File: src/rtl/edge_irq_pkg.sv
package edge_irq_pkg;
  localparam int unsigned ADDR_W = 3;

  typedef enum logic [ADDR_W-1:0] {
    A_STATUS   = 3'd0,
    A_LINE_EN  = 3'd1,
    A_POLARITY = 3'd2,
    A_CONTROL  = 3'd3,
    A_LEVEL    = 3'd4
  } reg_addr_e;

  localparam int unsigned CTRL_GEN_BIT = 0;
endpackage

File: src/rtl/edge_irq_detect.sv
module edge_irq_detect #(
  parameter int unsigned NLINES = 24
) (
  input  logic              clk,
  input  logic [NLINES-1:0] line_in,
  input  logic [NLINES-1:0] pol_cur,
  input  logic              pol_wr,
  input  logic [NLINES-1:0] pol_new,
  output logic [NLINES-1:0] sample_q,
  output logic [NLINES-1:0] event_o
);
  // Sample register loads every cycle, reset included, so no edge is
  // seen when reset is released onto a static level.
  always_ff @(posedge clk) begin
    sample_q <= line_in;
  end

  for (genvar i = 0; i < NLINES; i++) begin : g_line
    logic rise, fall, hit_old, hit_new;
    always_comb begin
      rise    = line_in[i] & ~sample_q[i];
      fall    = ~line_in[i] & sample_q[i];
      hit_old = pol_cur[i] ? rise : fall;
      hit_new = pol_new[i] ? rise : fall;
      // During a direction write either setting qualifies the edge.
      event_o[i] = hit_old | (pol_wr & hit_new);
    end
  end
endmodule

File: src/rtl/edge_irq_regs.sv
module edge_irq_regs
  import edge_irq_pkg::*;
#(
  parameter int unsigned NLINES = 24
) (
  input  logic              clk,
  input  logic              rst,
  input  logic              wr_en,
  input  logic [ADDR_W-1:0] wr_addr,
  input  logic [NLINES-1:0] wr_data,
  input  logic [ADDR_W-1:0] rd_addr,
  input  logic [NLINES-1:0] pending,
  input  logic [NLINES-1:0] level,
  output logic [NLINES-1:0] line_en_q,
  output logic [NLINES-1:0] pol_q,
  output logic              gen_q,
  output logic              pol_wr,
  output logic [NLINES-1:0] clr_mask,
  output logic [NLINES-1:0] rd_data_q
);
  always_comb begin
    pol_wr   = wr_en && (wr_addr == A_POLARITY);
    clr_mask = (wr_en && (wr_addr == A_STATUS)) ? wr_data : '0;
  end

  always_ff @(posedge clk) begin
    if (rst) begin
      line_en_q <= '0;
      pol_q     <= '0;
      gen_q     <= 1'b0;
    end else if (wr_en) begin
      case (wr_addr)
        A_LINE_EN:  line_en_q <= wr_data;
        A_POLARITY: pol_q     <= wr_data;
        A_CONTROL:  gen_q     <= wr_data[CTRL_GEN_BIT];
        default:    ;
      endcase
    end
  end

  logic [NLINES-1:0] rd_mux;
  always_comb begin
    case (rd_addr)
      A_STATUS:   rd_mux = pending;
      A_LINE_EN:  rd_mux = line_en_q;
      A_POLARITY: rd_mux = pol_q;
      A_CONTROL:  rd_mux = {{(NLINES-1){1'b0}}, gen_q};
      A_LEVEL:    rd_mux = level;
      default:    rd_mux = '0;
    endcase
  end

  always_ff @(posedge clk) begin
    if (rst) rd_data_q <= '0;
    else     rd_data_q <= rd_mux;
  end
endmodule

File: src/rtl/edge_irq_pending.sv
module edge_irq_pending #(
  parameter int unsigned NLINES = 24
) (
  input  logic              clk,
  input  logic              rst,
  input  logic [NLINES-1:0] event_i,
  input  logic [NLINES-1:0] clr_mask,
  input  logic [NLINES-1:0] line_en,
  input  logic              gen,
  output logic [NLINES-1:0] pending_q,
  output logic              irq_q
);
  always_ff @(posedge clk) begin
    if (rst) begin
      pending_q <= '0;
      irq_q     <= 1'b0;
    end else begin
      // Set has priority over clear.
      pending_q <= (pending_q & ~clr_mask) | event_i;
      irq_q     <= gen & (|(pending_q & line_en));
    end
  end
endmodule

File: src/rtl/edge_irq_ctrl.sv
module edge_irq_ctrl
  import edge_irq_pkg::*;
#(
  parameter int unsigned NLINES = 24
) (
  input  logic              clk,
  input  logic              rst,
  input  logic [NLINES-1:0] line_in,
  input  logic              wr_en,
  input  logic [ADDR_W-1:0] wr_addr,
  input  logic [NLINES-1:0] wr_data,
  input  logic [ADDR_W-1:0] rd_addr,
  output logic [NLINES-1:0] rd_data,
  output logic              irq
);
  logic [NLINES-1:0] sample_q, event_v, pending_q, line_en_q, pol_q, clr_mask;
  logic              gen_q, pol_wr;

  edge_irq_detect #(.NLINES(NLINES)) u_detect (
    .clk(clk), .line_in(line_in), .pol_cur(pol_q), .pol_wr(pol_wr),
    .pol_new(wr_data), .sample_q(sample_q), .event_o(event_v)
  );

  edge_irq_regs #(.NLINES(NLINES)) u_regs (
    .clk(clk), .rst(rst), .wr_en(wr_en), .wr_addr(wr_addr), .wr_data(wr_data),
    .rd_addr(rd_addr), .pending(pending_q), .level(sample_q),
    .line_en_q(line_en_q), .pol_q(pol_q), .gen_q(gen_q), .pol_wr(pol_wr),
    .clr_mask(clr_mask), .rd_data_q(rd_data)
  );

  edge_irq_pending #(.NLINES(NLINES)) u_pending (
    .clk(clk), .rst(rst), .event_i(event_v), .clr_mask(clr_mask),
    .line_en(line_en_q), .gen(gen_q), .pending_q(pending_q), .irq_q(irq)
  );
endmodule

File: config.mk
export PLATFORM = sky130hd
export DESIGN_NAME = edge_irq_ctrl
export DESIGN_NICKNAME = d
export VERILOG_FILES = /design/src/rtl/edge_irq_pkg.sv /design/src/rtl/edge_irq_detect.sv /design/src/rtl/edge_irq_regs.sv /design/src/rtl/edge_irq_pending.sv /design/src/rtl/edge_irq_ctrl.sv
export SDC_FILE = /design/constraint.sdc
export NUM_CORES = 1
export LEC_CHECK = 0
export BUFFER_PORTS_ARGS = -buffer_cell sky130_fd_sc_hd__buf_2
export CAP_MARGIN = 10
export CORE_MARGIN = 2
export CORE_UTILIZATION = 36
export DETAILED_ROUTE_END_ITERATION = 6
export PLACE_DENSITY = 0.62
export SLEW_MARGIN = 20
export SYNTH_ARGS = -nofsm -noshare
export SYNTH_HDL_FRONTEND = slang
export SYNTH_SLANG_ARGS = --single-unit
File: constraint.sdc
create_clock -name clk -period 1.1 [get_ports clk]
set_input_delay 0.055 -clock clk [delete_from_list [all_inputs] [get_ports clk]]
set_output_delay 0.055 -clock clk [all_outputs]
set_load 0.02 [all_outputs]
# After elaboration in Yosys (flattened, before gate mapping)

Cells that the tools add are included.

Bits in registers: 122
Bits in latches: 0
Bits in writable memories: 0
Bits in read-only memories: 0
Memories: 0

$add $sub $neg: 0
Multiply operators: 0
Div/mod/pow operators: 0
$lt $le $gt $ge: 0
Equality and inequality tests: 7
Shift operators: 0
Mux-type cells: 50
Bitwise operators: 149
Reductions and logical operators: 8

Operators by type and width:

| operator             | count |
|---|---|
| $pmux W24 S5         | 1 |
| $and A1 B1 Y1        | 73 |
| $and A24 B24 Y24     | 2 |
| $mux W1              | 48 |
| $not A1 Y1           | 48 |
| $mux W24             | 1 |
| $not A24 Y24         | 1 |
| $or A1 B1 Y1         | 24 |
| $or A24 B24 Y24      | 1 |
| $reduce_or A24 Y1    | 1 |
| $eq A3 B2 Y1 const B | 4 |
| $eq A3 B1 Y1 const B | 2 |
| $logic_not A3 Y1     | 2 |
| $reduce_and A2 Y1    | 3 |
| $eq A3 B3 Y1 const B | 1 |
| $logic_and A1 B1 Y1  | 2 |

# Longest topological paths before layout

Depth in word-level cells: 6
Mapped depth: 6
Depth with buffers taken out: 4

# Modules after synthesis

Synthesis repeated with hierarchy kept, for this count alone.

Cells, all modules: 730
Area, all modules: 5890.6 µm²

By module, submodules not included:

| module           | times used | cells each | area each (µm²) |
|---|---|---|---|
| edge_irq_regs    | 1          | 417        | 3505.9 |
| edge_irq_detect  | 1          | 196        | 1432.6 |
| edge_irq_pending | 1          | 117        | 952.2 |

# Worst setup path after synthesis

Ideal clock, no wire load.

Path kind: reg-to-reg
Start: register u_regs.pol_q[0]
End: register u_regs.rd_data_q[0]
Data arrival time: 1.027 ns
Required time: 0.976 ns
Setup slack: -0.050 ns
Stages on the path, launching flop included: 5
Path buffers: 0
Clock period less this slack: 1.150 ns
Cells stage by stage: dfxtp_1 > mux2_2 > a22o_1 > a222oi_1 > nor2_1

Cells in the longest elaborated chain, start to end: 1

RTL lines:

| item                     | RTL line            | source |
|---|---|---|
| start: declaration       | edge_irq_regs.sv:15 | `output logic [NLINES-1:0] pol_q,` |
| start signal: assignment | edge_irq_regs.sv:34 | `A_POLARITY: pol_q <= wr_data;` |
| $pmux W24 S5             | edge_irq_regs.sv:43 | `case (rd_addr)` |
| end signal: assignment   | edge_irq_regs.sv:55 | `else rd_data_q <= rd_mux;` |
| end: declaration         | edge_irq_regs.sv:19 | `output logic [NLINES-1:0] rd_data_q` |

Every way passes these cells.
A chain may end at the register's enable or synchronous reset.

# Final worst setup path

Start: register u_pending.pending_q[13]
End: register u_pending.irq_q

Cells in the longest elaborated chain, start to end: 3

RTL lines:

| item                     | RTL line               | source |
|---|---|---|
| start: declaration       | edge_irq_pending.sv:10 | `output logic [NLINES-1:0] pending_q,` |
| start signal: assignment | edge_irq_pending.sv:19 | `pending_q <= (pending_q & ~clr_mask) \| event_i;` |
| $and A24 B24 Y24         | edge_irq_pending.sv:20 | `irq_q <= gen & (\|(pending_q & line_en));` |
| $reduce_or A24 Y1        | edge_irq_pending.sv:20 |  |
| $and A1 B1 Y1            | edge_irq_pending.sv:20 |  |
| end signal: assignment   | edge_irq_pending.sv:20 |  |
| end: declaration         | edge_irq_pending.sv:11 | `output logic irq_q` |

Every way passes these cells.

==> results.sh <==
export IMPL_status="complete, but fails checks"
export IMPL_violations="setup timing"
export IMPL_rsz0062_at_grt="true"
export IMPL_wl_per_cell_um=17.0
export IMPL_crit_chain="a22oi_1 > nand4_1 > nor3_2 > buf_4 > nor3b_1"
export IMPL_syn_area_mm2=0.00534
export IMPL_whs_ns=0.0558
export IMPL_path_class="flop to flop"
export IMPL_pwr_density_cell_mw_per_mm2=1550
export IMPL_skew_ns=0.00523
export IMPL_slew_viol_final=0
export IMPL_cts_tree="built"
export IMPL_setup_viol=2
export IMPL_peakVddDrop_uv=1230
export IMPL_synth_top_area_cell="dfxtp_1"
export IMPL_num_io_pins=82
export IMPL_endpoint_kind="flop"
export IMPL_grt_pass1_vias=5180
export IMPL_relSlewSlack_pct=76.6
export IMPL_antenna_found_initial=0
export IMPL_ys_seq_area_share_pct=45.7
export IMPL_area_delta_synth_final_pct=41.2
export IMPL_clock_sinks=122
export IMPL_start_util_pct=36.8
export IMPL_setup_slack_ns=-0.138
export IMPL_syn_inst=581
export IMPL_timing_final_crit_period_ns=1.24
export IMPL_cp_arrival_ns=1.55
export IMPL_die_area_mm2=0.0158
export IMPL_ant_nets=0
export IMPL_cts_made_buffers=17
export IMPL_place_congestion=0.831
export IMPL_p_leak_nw=2.94
export IMPL_layout_nets=817
export IMPL_critPathMaxStageDelay_ns=0.34
export IMPL_clk_insertion_delay_late_ns=0.42
export IMPL_grt_max_degree=48
export IMPL_slowest_stage="dfxtp_1"
export IMPL_path_buf_inv=1
export IMPL_drc=0
export IMPL_max_freq_ghz=0.808
export IMPL_core_mm2=0.0145
export IMPL_vias=5198
export IMPL_dr_first_iter_drc_count=461
export IMPL_start_kind="flop"
export IMPL_maxCapViolCount=0
export IMPL_htree_levels=4
export IMPL_grt_pass1_wl_um=26200
export IMPL_cp_top_family="simple AND/OR/NAND/NOR gates"
export IMPL_clk_path_buf_depth=2
export IMPL_utilization_pct=51.9
export IMPL_cts_root_buffer="clkbuf_16"
export IMPL_yosysWarnings=0
export IMPL_finalPower_mw=11.7
export IMPL_clkTransAtPathRegs_ns=0.05
export IMPL_die_h_um=126
export IMPL_ys_async_sr_fraction_pct=0
export IMPL_setup_tns_ns=-0.273
export IMPL_synthFlopType="dfxtp_1"
export IMPL_synth_area_leaders="dfxtp_1, a21oi_1, a22oi_1"
export IMPL_dpl_instance_area_mm2=0.00644
export IMPL_track_usage_pct=20.9
export IMPL_synth_net_count=638
export IMPL_viasPerCell=5.44
export IMPL_synth_commonest_cells="dfxtp_1, a21oi_1, nand2_1"
export IMPL_stdcell_area_mm2=0.00754
export IMPL_cp_max_fo=3
export IMPL_die_w_um=126
export IMPL_post_cts_buffers=0
export IMPL_drive_gt1_share_pct=29.7
export IMPL_synth_cell_types=33
export IMPL_synth_edff_count=0
export IMPL_synth_avg_cell_area_um2=9.20
export IMPL_worst_slew_pin_slew_ns=0.347
export IMPL_grt_overflow=0
export IMPL_critPathRequiredTime_ns=1.41
export IMPL_synth_most_common_cell="dfxtp_1"
export IMPL_synth_seq_cells=122
export IMPL_drt_wl_total_um=16200
export IMPL_hold_violations=0
export IMPL_portBuffers=81
export IMPL_synth_top_area_share_pct=45.7
export IMPL_drtPass1Iterations=5
export IMPL_diodes=0
export IMPL_std_cell_rows=44
export IMPL_dp_hpwl_um=10300
export IMPL_period_share_pct=113
export IMPL_hp_class="primary input to flop"
[state kept, by name, indices dropped and copies added (netlist names)]
name,flops
u_pending.irq_q,1
u_pending.pending_q,24
u_regs.pol_q,24
u_detect.sample_q,24
u_regs.line_en_q,24
u_regs.gen_q,1
u_regs.rd_data_q,24
[metrics by stage]
step | std cells | worst slack (ns)
after floorplan | 581 | -0.0502
after detailed placement | 877 | -0.248
final | 956 | -0.138
after global routing | 956 | -0.210
after global placement | 877 | -0.170
after CTS | 956 | -0.146
[cells by family after synthesis]
group	share of synthesized area, %
DFF	45.7
AOI/OAI and AO/OA	27.3
buffers and inverters	4.64
muxes	0.398
and+or+nand+nor	21.9
[worst register-to-register path: stages, from the launching register on]
cell and delay, ns:
dfxtp_1 0.34, a22oi_1 0.23, nand4_1 0.16, nor3_2 0.23
buf_4 0.13, nor3b_1 0.03
[worst paths after layout]
path	endpoint	from	slack, ns	cells past startpoint
setup reg to reg	u_pending.irq_q	u_pending.pending_q[13]	-0.14	5
setup / recovery	u_pending.irq_q	u_pending.pending_q[13]	-0.14	5
hold / removal	u_regs.line_en_q[4]	rst	0.06	3
hold reg to reg	u_regs.pol_q[14]	u_regs.pol_q[14]	0.48	2
[cell type report]
type	count	area [µm²]
clock buffer	23	478
clock inverter	8	118
fill	1361	6990
inverter	1	3.75
multi-input combinational	417	2680
sequential	122	2440
tap	184	230
timing repair buffer	201	1590
[metal layers]
layer  up-vias  share of wire [%]  global-route usage (%)
met4         0                2.4                    9.63
met2       208                 49                    34.7
li1       2497                  -                       -
met3        34                6.0                    5.06
met5         -                  0                       0
met1      2459                 43                    25.7
[report_power, final]
part / leakage, nW / internal, mW / switching, mW
Combinational: 1.65 / 0.629 / 0.602
Clock: 0.293 / 3.71 / 1.99
Sequential: 1.00 / 4.61 / 0.146
Total: 2.94 / 8.95 / 2.74
[placed cells by master (no fill, tap or decap), types with 4 or more instances in the layout]
master	synthesis	final
clkinv_2	0	4
nor4b_1	10	10
nand2b_1	24	24
nand2_1	96	96
o21ai_0	24	24
buf_12	0	13
a21oi_2	18	18
dfxtp_1	122	120
nor4b_2	14	14
buf_4	3	60
a22oi_1	58	55
nor3b_1	25	25
buf_2	15	80
dlygate4sd3_1	0	48
a211o_1	24	24
clkbuf_16	0	17
a21oi_1	101	101
[repair_timing]
| action | 4_1_cts | 5_1_grt |
|---|---|---|
| setup endpoints to repair | 2 | 2 |
| cloned | 0 | 0 |
| hold buffers | 48 | 0 |
| hold endpoints to repair | 76 | 0 |
| gates resized for setup | 2 | 5 |
| pin swaps | 0 | 0 |
Note: power is estimated with default switching activity, not from simulation.
